### src/rtl/sru_pkg.sv
package sru_pkg;

    localparam int SRU_DATA_W = 16;
    localparam int SRU_NREGS  = 4;

    typedef enum logic [2:0] {
        OP_SWAP = 3'd0,
        OP_SHL  = 3'd1,
        OP_ROLC = 3'd2,
        OP_SHLC = 3'd3,
        OP_SHR  = 3'd4,
        OP_SAR  = 3'd5,
        OP_RORC = 3'd6,
        OP_SARC = 3'd7
    } sru_op_e;

    // ops whose sign flag comes from the low byte
    function automatic logic sign_from_low(input sru_op_e op);
        return (op == OP_SWAP) || (op == OP_SHR) || (op == OP_SAR) ||
               (op == OP_RORC) || (op == OP_SARC);
    endfunction

endpackage

### src/rtl/sru_shifter.sv
module sru_shifter
    import sru_pkg::*;
#(
    parameter int DATA_W = SRU_DATA_W
) (
    input  sru_op_e           op,
    input  logic              dbl,
    input  logic [DATA_W-1:0] val,
    input  logic              cin,
    input  logic              oin,
    output logic [DATA_W-1:0] res,
    output logic              sgn,
    output logic              zro,
    output logic              cout,
    output logic              oout
);
    localparam int HALF = DATA_W / 2;

    logic [DATA_W-1:0] sar_1, sar_2;

    assign sar_1 = {val[DATA_W-1], val[DATA_W-1:1]};
    assign sar_2 = {val[DATA_W-1], val[DATA_W-1], val[DATA_W-1:2]};

    always_comb begin
        res  = val;
        cout = cin;
        oout = oin;
        unique case (op)
            OP_SWAP: res = dbl ? {val[HALF-1:0], val[HALF-1:0]}
                               : {val[HALF-1:0], val[DATA_W-1:HALF]};
            OP_SHL:  res = dbl ? (val << 2) : (val << 1);
            OP_ROLC: begin
                res  = dbl ? {val[DATA_W-3:0], cin, oin} : {val[DATA_W-2:0], cin};
                cout = val[DATA_W-1];
                if (dbl) oout = val[DATA_W-2];
            end
            OP_SHLC: begin
                res  = dbl ? (val << 2) : (val << 1);
                cout = val[DATA_W-1];
                if (dbl) oout = val[DATA_W-2];
            end
            OP_SHR:  res = dbl ? (val >> 2) : (val >> 1);
            OP_SAR:  res = dbl ? sar_2 : sar_1;
            OP_RORC: begin
                res  = dbl ? {oin, cin, val[DATA_W-1:2]} : {cin, val[DATA_W-1:1]};
                cout = val[0];
                if (dbl) oout = val[1];
            end
            OP_SARC: begin
                res  = dbl ? sar_2 : sar_1;
                cout = val[0];
                if (dbl) oout = val[1];
            end
            default: res = val;
        endcase
        sgn = sign_from_low(op) ? res[HALF-1] : res[DATA_W-1];
        zro = (res == '0);
    end

endmodule

### src/rtl/sru_regfile.sv
module sru_regfile #(
    parameter int NREGS  = 4,
    parameter int DATA_W = 16,
    localparam int SEL_W = $clog2(NREGS)
) (
    input  logic              clk,
    input  logic              rst_n,
    input  logic              wr_en,
    input  logic [SEL_W-1:0]  wr_addr,
    input  logic [DATA_W-1:0] wr_data,
    input  logic [SEL_W-1:0]  rd_a_addr,
    output logic [DATA_W-1:0] rd_a_data,
    input  logic [SEL_W-1:0]  rd_b_addr,
    output logic [DATA_W-1:0] rd_b_data
);
    logic [DATA_W-1:0] mem_d [NREGS];
    logic [DATA_W-1:0] mem_q [NREGS];

    for (genvar g = 0; g < NREGS; g++) begin : g_entry
        always_comb begin
            mem_d[g] = mem_q[g];
            if (wr_en && (wr_addr == SEL_W'(g))) mem_d[g] = wr_data;
        end
        always_ff @(posedge clk or negedge rst_n) begin
            if (!rst_n) mem_q[g] <= '0;
            else        mem_q[g] <= mem_d[g];
        end
    end

    assign rd_a_data = mem_q[rd_a_addr];
    assign rd_b_data = mem_q[rd_b_addr];

    // a write lands in the addressed register on the next edge
    assert_writeback_R1: assert property (@(posedge clk) disable iff (!rst_n)
        wr_en |=> (mem_q[$past(wr_addr)] == $past(wr_data)));

endmodule

### src/rtl/shift_rot_unit.sv
module shift_rot_unit
    import sru_pkg::*;
#(
    parameter int DATA_W = SRU_DATA_W,
    parameter int NREGS  = SRU_NREGS,
    parameter int CYC_W  = 4,
    parameter int CYC_SINGLE = 6,
    parameter int CYC_DOUBLE = 8,
    localparam int SEL_W = $clog2(NREGS)
) (
    input  logic              clk,
    input  logic              rst_n,
    input  logic              load_i,
    input  logic [DATA_W-1:0] load_data_i,
    input  logic              exec_i,
    input  logic [2:0]        op_i,
    input  logic              dbl_i,
    input  logic [SEL_W-1:0]  sel_i,
    input  logic              carry_i,
    input  logic              ovf_i,
    input  logic [SEL_W-1:0]  peek_sel_i,
    output logic [DATA_W-1:0] peek_data_o,
    output logic [DATA_W-1:0] result_o,
    output logic              sign_o,
    output logic              zero_o,
    output logic              carry_o,
    output logic              ovf_o,
    output logic [CYC_W-1:0]  cycles_o,
    output logic              intr_block_o
);
    localparam logic [CYC_W-1:0] CYC_S = CYC_W'(CYC_SINGLE);
    localparam logic [CYC_W-1:0] CYC_D = CYC_W'(CYC_DOUBLE);

    typedef struct packed {
        logic [DATA_W-1:0] res;
        logic              s;
        logic              z;
        logic              c;
        logic              o;
        logic [CYC_W-1:0]  cyc;
        logic              blk;
    } out_state_t;

    out_state_t st_d, st_q;

    sru_op_e           op;
    logic [DATA_W-1:0] operand;
    logic [DATA_W-1:0] sh_res;
    logic              sh_s, sh_z, sh_c, sh_o;
    logic              wr_en;
    logic [DATA_W-1:0] wr_data;

    assign op = sru_op_e'(op_i);

    sru_shifter #(.DATA_W(DATA_W)) shifter_i (
        .op   (op),
        .dbl  (dbl_i),
        .val  (operand),
        .cin  (carry_i),
        .oin  (ovf_i),
        .res  (sh_res),
        .sgn  (sh_s),
        .zro  (sh_z),
        .cout (sh_c),
        .oout (sh_o)
    );

    assign wr_en   = exec_i | load_i;
    assign wr_data = exec_i ? sh_res : load_data_i;

    sru_regfile #(.NREGS(NREGS), .DATA_W(DATA_W)) regs_i (
        .clk       (clk),
        .rst_n     (rst_n),
        .wr_en     (wr_en),
        .wr_addr   (sel_i),
        .wr_data   (wr_data),
        .rd_a_addr (sel_i),
        .rd_a_data (operand),
        .rd_b_addr (peek_sel_i),
        .rd_b_data (peek_data_o)
    );

    always_comb begin
        st_d     = st_q;
        st_d.blk = 1'b0;
        if (exec_i) begin
            st_d.res = sh_res;
            st_d.s   = sh_s;
            st_d.z   = sh_z;
            st_d.c   = sh_c;
            st_d.o   = sh_o;
            st_d.cyc = dbl_i ? CYC_D : CYC_S;
            st_d.blk = 1'b1;
        end
    end

    always_ff @(posedge clk or negedge rst_n) begin
        if (!rst_n) st_q <= '0;
        else        st_q <= st_d;
    end

    assign result_o     = st_q.res;
    assign sign_o       = st_q.s;
    assign zero_o       = st_q.z;
    assign carry_o      = st_q.c;
    assign ovf_o        = st_q.o;
    assign cycles_o     = st_q.cyc;
    assign intr_block_o = st_q.blk;

    // cycle cost follows the step count
    assert_cycle_cost_R2: assert property (@(posedge clk) disable iff (!rst_n)
        exec_i |=> (cycles_o == ($past(dbl_i) ? CYC_D : CYC_S)));

    // a single step never alters the overflow flag
    assert_single_keeps_ovf_R3: assert property (@(posedge clk) disable iff (!rst_n)
        (exec_i && !dbl_i) |=> (ovf_o == $past(ovf_i)));

    // zero flag agrees with the registered result
    assert_zero_flag_R8: assert property (@(posedge clk) disable iff (!rst_n)
        intr_block_o |-> (zero_o == (result_o == '0)));

    // ops that define no flags pass carry and overflow through
    assert_flag_hold_R9: assert property (@(posedge clk) disable iff (!rst_n)
        (exec_i && (op_i == 3'd0 || op_i == 3'd1 || op_i == 3'd4 || op_i == 3'd5))
        |=> (carry_o == $past(carry_i) && ovf_o == $past(ovf_i)));

    // marker follows the strobe by exactly one cycle
    assert_intr_marker_R10: assert property (@(posedge clk) disable iff (!rst_n)
        exec_i |=> intr_block_o);
    assert_intr_clear_R10: assert property (@(posedge clk) disable iff (!rst_n)
        !exec_i |=> !intr_block_o);

    // the written register reads back the reported result
    assert_peek_result_R1: assert property (@(posedge clk) disable iff (!rst_n)
        (exec_i && peek_sel_i == sel_i) |=>
        (($past(peek_sel_i) != peek_sel_i) || (peek_data_o == result_o)));

endmodule

### config.mk
export PLATFORM = sky130hd
export DESIGN_NAME = shift_rot_unit
export DESIGN_NICKNAME = d
export VERILOG_FILES = /design/src/rtl/sru_pkg.sv /design/src/rtl/sru_shifter.sv /design/src/rtl/sru_regfile.sv /design/src/rtl/shift_rot_unit.sv
export SDC_FILE = /design/constraint.sdc
export NUM_CORES = 1
export LEC_CHECK = 0
export BUFFER_PORTS_ARGS = -buffer_cell sky130_fd_sc_hd__buf_2
export CAP_MARGIN = 20
export CORE_ASPECT_RATIO = 1.2
export CORE_UTILIZATION = 63
export CTS_CLUSTER_SIZE = 20
export DETAILED_ROUTE_END_ITERATION = 10
export GPL_ROUTABILITY_DRIVEN = 0
export PLACE_DENSITY_LB_ADDON = 0.3
export SYNTH_ARGS = -nofsm -noshare
export SYNTH_HDL_FRONTEND = slang
export SYNTH_HIERARCHICAL = 1
export SYNTH_SLANG_ARGS = --single-unit
### constraint.sdc
create_clock -name clk -period 3.9 [get_ports clk]
set_clock_uncertainty 0.05 [all_clocks]
set_input_delay 0.585 -clock clk [delete_from_list [all_inputs] [get_ports clk]]
set_output_delay 0.585 -clock clk [all_outputs]
set_load 0.005 [all_outputs]
After elaboration in Yosys (flattened, before gate mapping)
Cells that the tools add are included.
- add/subtract/negate cells: 0
- multiply operators: 0
- div/mod/pow operators: 0
- $lt $le $gt $ge: 2
- eq/ne operators: 10
- shifts and indexed selects: 0
- multiplexer cells: 21
- bitwise operators: 3
- reductions and logical operators: 15
- operators with widths (cell ; count):
    $mux 16 ; 8
    $pmux 16 s6 ; 1
    $bmux 16 s2 ; 2
    $logic_not 16->1 ; 1
    $mux 15 ; 1
    $mux 14 ; 1
    $eq 3x3->1 const B ; 4
    $mux 8 ; 1
    $reduce_or 2->1 ; 4
    $eq 3x2->1 const B ; 2
    $ge 3x3->1 const B ; 2
    $not 2->3 ; 2
    $eq 2x2->1 const B ; 2
    $logic_and 1x1->1 ; 4
    $logic_or 1x1->1 ; 4
    $mux 1 ; 4
    $mux 4 ; 1
    $pmux 1 s2 ; 2
    $eq 3x1->1 const B ; 1
    $logic_not 3->1 ; 1
    $eq 2x1->1 const B ; 1
    $logic_not 2->1 ; 1
    $or 1x1->1 ; 1
- flip-flop bits (word level): 89
- bits in latches: 0
- bits in writable memories: 0
- memory bits (read-only): 0
- input port bits: 30
- word-level logic and storage cells: 62
- memories kept: 0

Longest topological paths before layout
- depth after elaboration: 7
- depth in mapped cells: 10
- mapped depth without buffers: 8

Cells and area by module
The synthesis kept the hierarchy.
- modules (own cells, without submodules) (module ; instances ; cells an instance ; area each (um^2)):
    sru_regfile ; 1 ; 176 ; 3174.3
    shift_rot_unit ; 1 ; 120 ; 1082.3
    sru_shifter ; 1 ; 135 ; 887.1

Worst setup path after synthesis
No wires, ideal clock.
- path kind: input to register
- from: input sel_i[0]
- to: register st_q (netlist bit zero_o)
- arrival: 3061 ps
- path slack: 724 ps
- stages on the path: 9
- buffers on the path: 2
- path through: buf_2 buf_4 mux4_2 mux4_2 o2bb2ai_1 a211o_1 or4_1 nor4_2 mux2_2
- word-level cells in the longest chain between the ends: 7
- elaborated cells on any way between the ends: 12
- RTL lines (element ; line ; source):
    start, declared ; shift_rot_unit.sv:18 ; input logic [SEL_W-1:0] sel_i,
    $not 2->3 (implied by the code) ; sru_regfile.sv:30 ; assign rd_a_data = mem_q[rd_a_addr];
    $bmux 16 s2 ; sru_regfile.sv:30 ;
    $mux 16 (implied by the code) (2 in series) ; sru_regfile.sv:30 ;
    via operand[8] ; shift_rot_unit.sv:47 ; logic [DATA_W-1:0] operand;
    $mux 8 ; sru_shifter.sv:29 ; OP_SWAP: res = dbl ? {val[HALF-1:0], val[HALF-1:0]}
    $pmux 16 s6 ; sru_shifter.sv:28 ; unique case (op)
    via sh_res[0] ; shift_rot_unit.sv:48 ; logic [DATA_W-1:0] sh_res;
    $logic_not 16->1 ; sru_shifter.sv:57 ; zro = (res == '0);
    via sh_z ; shift_rot_unit.sv:49 ; logic sh_s, sh_z, sh_c, sh_o;
    end signal, assigned ; shift_rot_unit.sv:99 ; else st_q <= st_d;
    end, declared ; shift_rot_unit.sv:44 ; out_state_t st_d, st_q;
The timed path passes the listed nets, and every way through them passes these cells. The select of a mux whose other input is x is not followed.
A chain may end at the register's enable or synchronous reset.

Worst setup path in the final report
- from: input sel_i[0]
- to: register st_q (netlist bit zero_o)
- word-level cells in the longest chain between the ends: 7
- elaborated cells on any way between the ends: 12
- RTL lines (element ; line):
    $not 2->3 (implied by the code) (*) ; sru_regfile.sv:30
    $bmux 16 s2 (*) ; sru_regfile.sv:30
    $mux 16 (implied by the code) (*) (2 in series) ; sru_regfile.sv:30
    via operand[7] ; shift_rot_unit.sv:47
    $mux 14 (tied with other cells) ; sru_shifter.sv:43, sru_shifter.sv:50
    $pmux 16 s6 (*) ; sru_shifter.sv:28
    $logic_not 16->1 (*) ; sru_shifter.sv:57
    via sh_z ; shift_rot_unit.sv:49
The timed path passes the listed nets; every way through them passes the cells marked *. The select of a mux whose other input is x is not followed.

==> run_results.csv <==
group,metric,value,unit
die,rows,35,
finish,area_growth_syn_to_layout,8.98,%
sta,fmax,0.309,GHz
place,port_buffers,69,
finish,antennaDiodeCount,0,
worst_setup_path,path_class,"in -> reg",
synthesis,syn_area,5140,µm²
drt,wire_per_inst,21.7,µm
sta,timing.setup.tns,0,ns
die,core_area,7790,µm²
status,status,"complete, but fails checks",
finish,drive_gt1_share,41.4,%
drt,avgViaCountPerCell,6.62,
clocking,cts_sinks,87,
global_route,grt_antenna_before_repair,0,
die,start_util,66.0,%
synthesis,syn_area_per_cell,11.9,µm²
synthesis,syn_nets,461,
clocking,ctsResizeCount,0,
synthesis,ys_types,52,
die,die_w,84.5,µm
worst_setup_path,path_cells,"buf_2 > mux4_2 > nand2_1 > o21ai_0 > a222oi_1 > or4b_2 > nor4_2 > mux2_2",
place,placed_cells,560,
synthesis,yosysSeqAreaShare,42.3,%
sta,drv_slew,0,
clocking,clk_pin_slew_worst_paths,0.09,ns
global_route,grt_pass1_wl,19900,µm
worst_setup_path,r2r-start,"regs_i/mem_q[7]",
clocking,h-tree-depth,3,
clocking,clock_latency,0.37,ns
worst_hold_path,min_path_type,"in -> async",
worst_setup_path,critPathLaunch,"sel_i[0]",
sta,fin_crit,3.24,ns
sta,setup_violations,0,
worst_setup_path,cp-end-kind,"flop",
drt,routed_wl,12500,µm
die,die_h,101,µm
synthesis,yosysWarnings,6,
sta,grt_setup_unrepaired,"false",
die,die_area,8530,µm²
global_route,grt_pass1_vias,3780,
finish,fin_nets,510,
power,vdd_drop_max,0.351,mV
worst_setup_path,cp-start-kind,"input port",
status,violations,"design-rule violations",
drt,ant_nets,0,
drt,drt-pass1-iter-count,8,
clocking,cts_tree,"built",
sta,worstMarginPinSlew,1.09,ns
power,power,0.00291,W
worst_setup_path,crit_slowest_cell,"or4b_2",
synthesis,ys_ff_latch,87,
global_route,grt_util_all_layers,31.0,%
drt,drc_errors,2,
drt,drtIter0Drc,447,
finish,fin_util,71.9,%
synthesis,synthArstFlopShare,100,%
synthesis,synthCells,431,
die,ios,71,
finish,finalNonFillerCells,577,
worst_setup_path,cp_num_buf_inv,1,
worst_setup_path,max_stage_delay,0.64,ns
clocking,ctsHoldBuffers,0,
job,drv_cap,0,
worst_setup_path,path_max_fanout,20,
power,static-leakage-power,2.57,nW
synthesis,synth_edf_count,0,
place,dp_hpwl,8350,µm
drt,num_vias,3819,
worst_setup_path,cp_top_family,"simple AND/OR/NAND/NOR gates",
worst_setup_path,required,4.16,ns
sta,maxSlewHeadroom,27.3,%
sta,finalCritPeriodShare,83.1,%
clocking,cts-root-buf,"clkbuf_8",
clocking,clockBufferDepth,2,
clocking,cts_made_buffers,9,
synthesis,synthFlopType,"dfrtp_1",
sta,hold_viol,0,
clocking,post-cts-setup-buffers,0,
global_route,grt_max_degree,88,
power,power.density,520,nW/µm²
global_route,gr-total-overflow,0,
worst_setup_path,arrival,3.50,ns
==> layout by cell type, fill, tap and decap left out, types with 2 or more instances in the layout <==
cell type | netlist | routed
clkbuf_8 | 1 | 10
inv_1 | 40 | 40
clkinvlp_4 | 0 | 2
dfrtp_1 | 87 | 87
mux4_2 | 35 | 35
clkbuf_1 | 4 | 2
a31oi_1 | 6 | 6
or2_1 | 2 | 2
nand2b_1 | 12 | 12
nand3b_1 | 3 | 3
mux2i_1 | 10 | 10
nand3b_2 | 2 | 2
nand2_1 | 38 | 38
a32o_1 | 2 | 2
and2_1 | 3 | 3
nand3_1 | 10 | 10
a21o_1 | 2 | 2
buf_4 | 8 | 2
and3_1 | 2 | 2
mux2_2 | 71 | 71
nor3_1 | 2 | 2
o21ai_0 | 28 | 28
a22oi_1 | 2 | 2
a21oi_1 | 6 | 6
o21ai_1 | 9 | 9
nor2_1 | 3 | 3
buf_2 | 12 | 68
==> routing by layer <==
metal	track usage (%)	up-vias	wire length, µm
met3	6.06	34	891
met1	41.2	1919	4990
met4	13.7	0	353
met2	50.3	220	6310
li1	-	1646	-
met5	0	-	0
==> worst reg2reg max path, delay by kind of cell, from the launching register on <==
| family | cells | cell delay (ns) |
|---|---|---|
| simple gates | 3 | 0.98 |
| compound gates | 2 | 0.59 |
| mux | 2 | 0.69 |
| flops | 1 | 0.41 |
==> final cells by class <==
class                           count  area, µm²
Clock buffer                       12        145
Clock inverter                      4       53.8
Fill cell                         562       2190
Inverter                           40        150
Multi-Input combinational cell    271       2580
Sequential cell                    87       2180
Tap cell                           92        115
Timing Repair Buffer               71        383
==> Yosys cell counts (all sizes together) (3+ instances only) <==
cell | number | area, µm²
a31oi | 6 | 37.5
clkbuf | 5 | 28.8
inv | 40 | 150
dfrtp | 87 | 2180
nand3 | 11 | 60.1
nor3 | 3 | 20.0
nand3b | 5 | 45.0
and2 | 3 | 18.8
mux4 | 35 | 788
nand2b | 12 | 75.1
o21ai | 37 | 185
buf | 28 | 206
nand2 | 38 | 143
nor2 | 3 | 11.3
mux2 | 71 | 800
a21oi | 6 | 30.0
mux2i | 10 | 100
==> power breakdown <==
part / internal, W / leakage [nW] / switching [W]
logic: 0.000513 / 1.41 / 0.000470
clock network: 0.000317 / 0.0932 / 0.000330
registers: 0.00113 / 1.07 / 0.000157
total: 0.00196 / 2.57 / 0.000957
==> final timing paths <==
check	end	slack (ns)	depth (start not counted)
setup / recovery	zero_o	0.66	8
hold / removal	regs_i/mem_q[42]	0.02	1
hold reg to reg	sign_o	0.46	1
min in group clk	sign_o	0.46	1
setup reg to reg	zero_o	1.13	7
max in group asynchronous	result_o[7]	3.13	2
==> through the flow <==
stage	setup slack [ns]	hold WS [ns]	area [µm²]
after floorplan	0.724	0.239	5140
after global placement	0.419	0.435	5380
after detailed placement	0.331	0.447	5380
after CTS	0.701	0.403	5580
after global routing	0.502	0.0184	5610
final	0.661	0.0177	5610
==> cell families after synthesis <==
kind of cell | after synthesis | share of synthesized area (%)
mux | 116 | 32.8
flops | 87 | 42.3
simple gates | 87 | 9.37
buf+inv | 73 | 7.49
compound gates | 67 | 7.93
other cells | 1 | 0.0729
==> registers in the layout, indices dropped and copies added (netlist names) <==
| name | count |
|---|---|
| result_o | 16 |
| ovf_o | 1 |
| regs_i/mem_q | 64 |
| zero_o | 1 |
| intr_block_o | 1 |
| carry_o | 1 |
| sign_o | 1 |
| cycles_o | 2 |
Power figures use the tool's default switching activity.
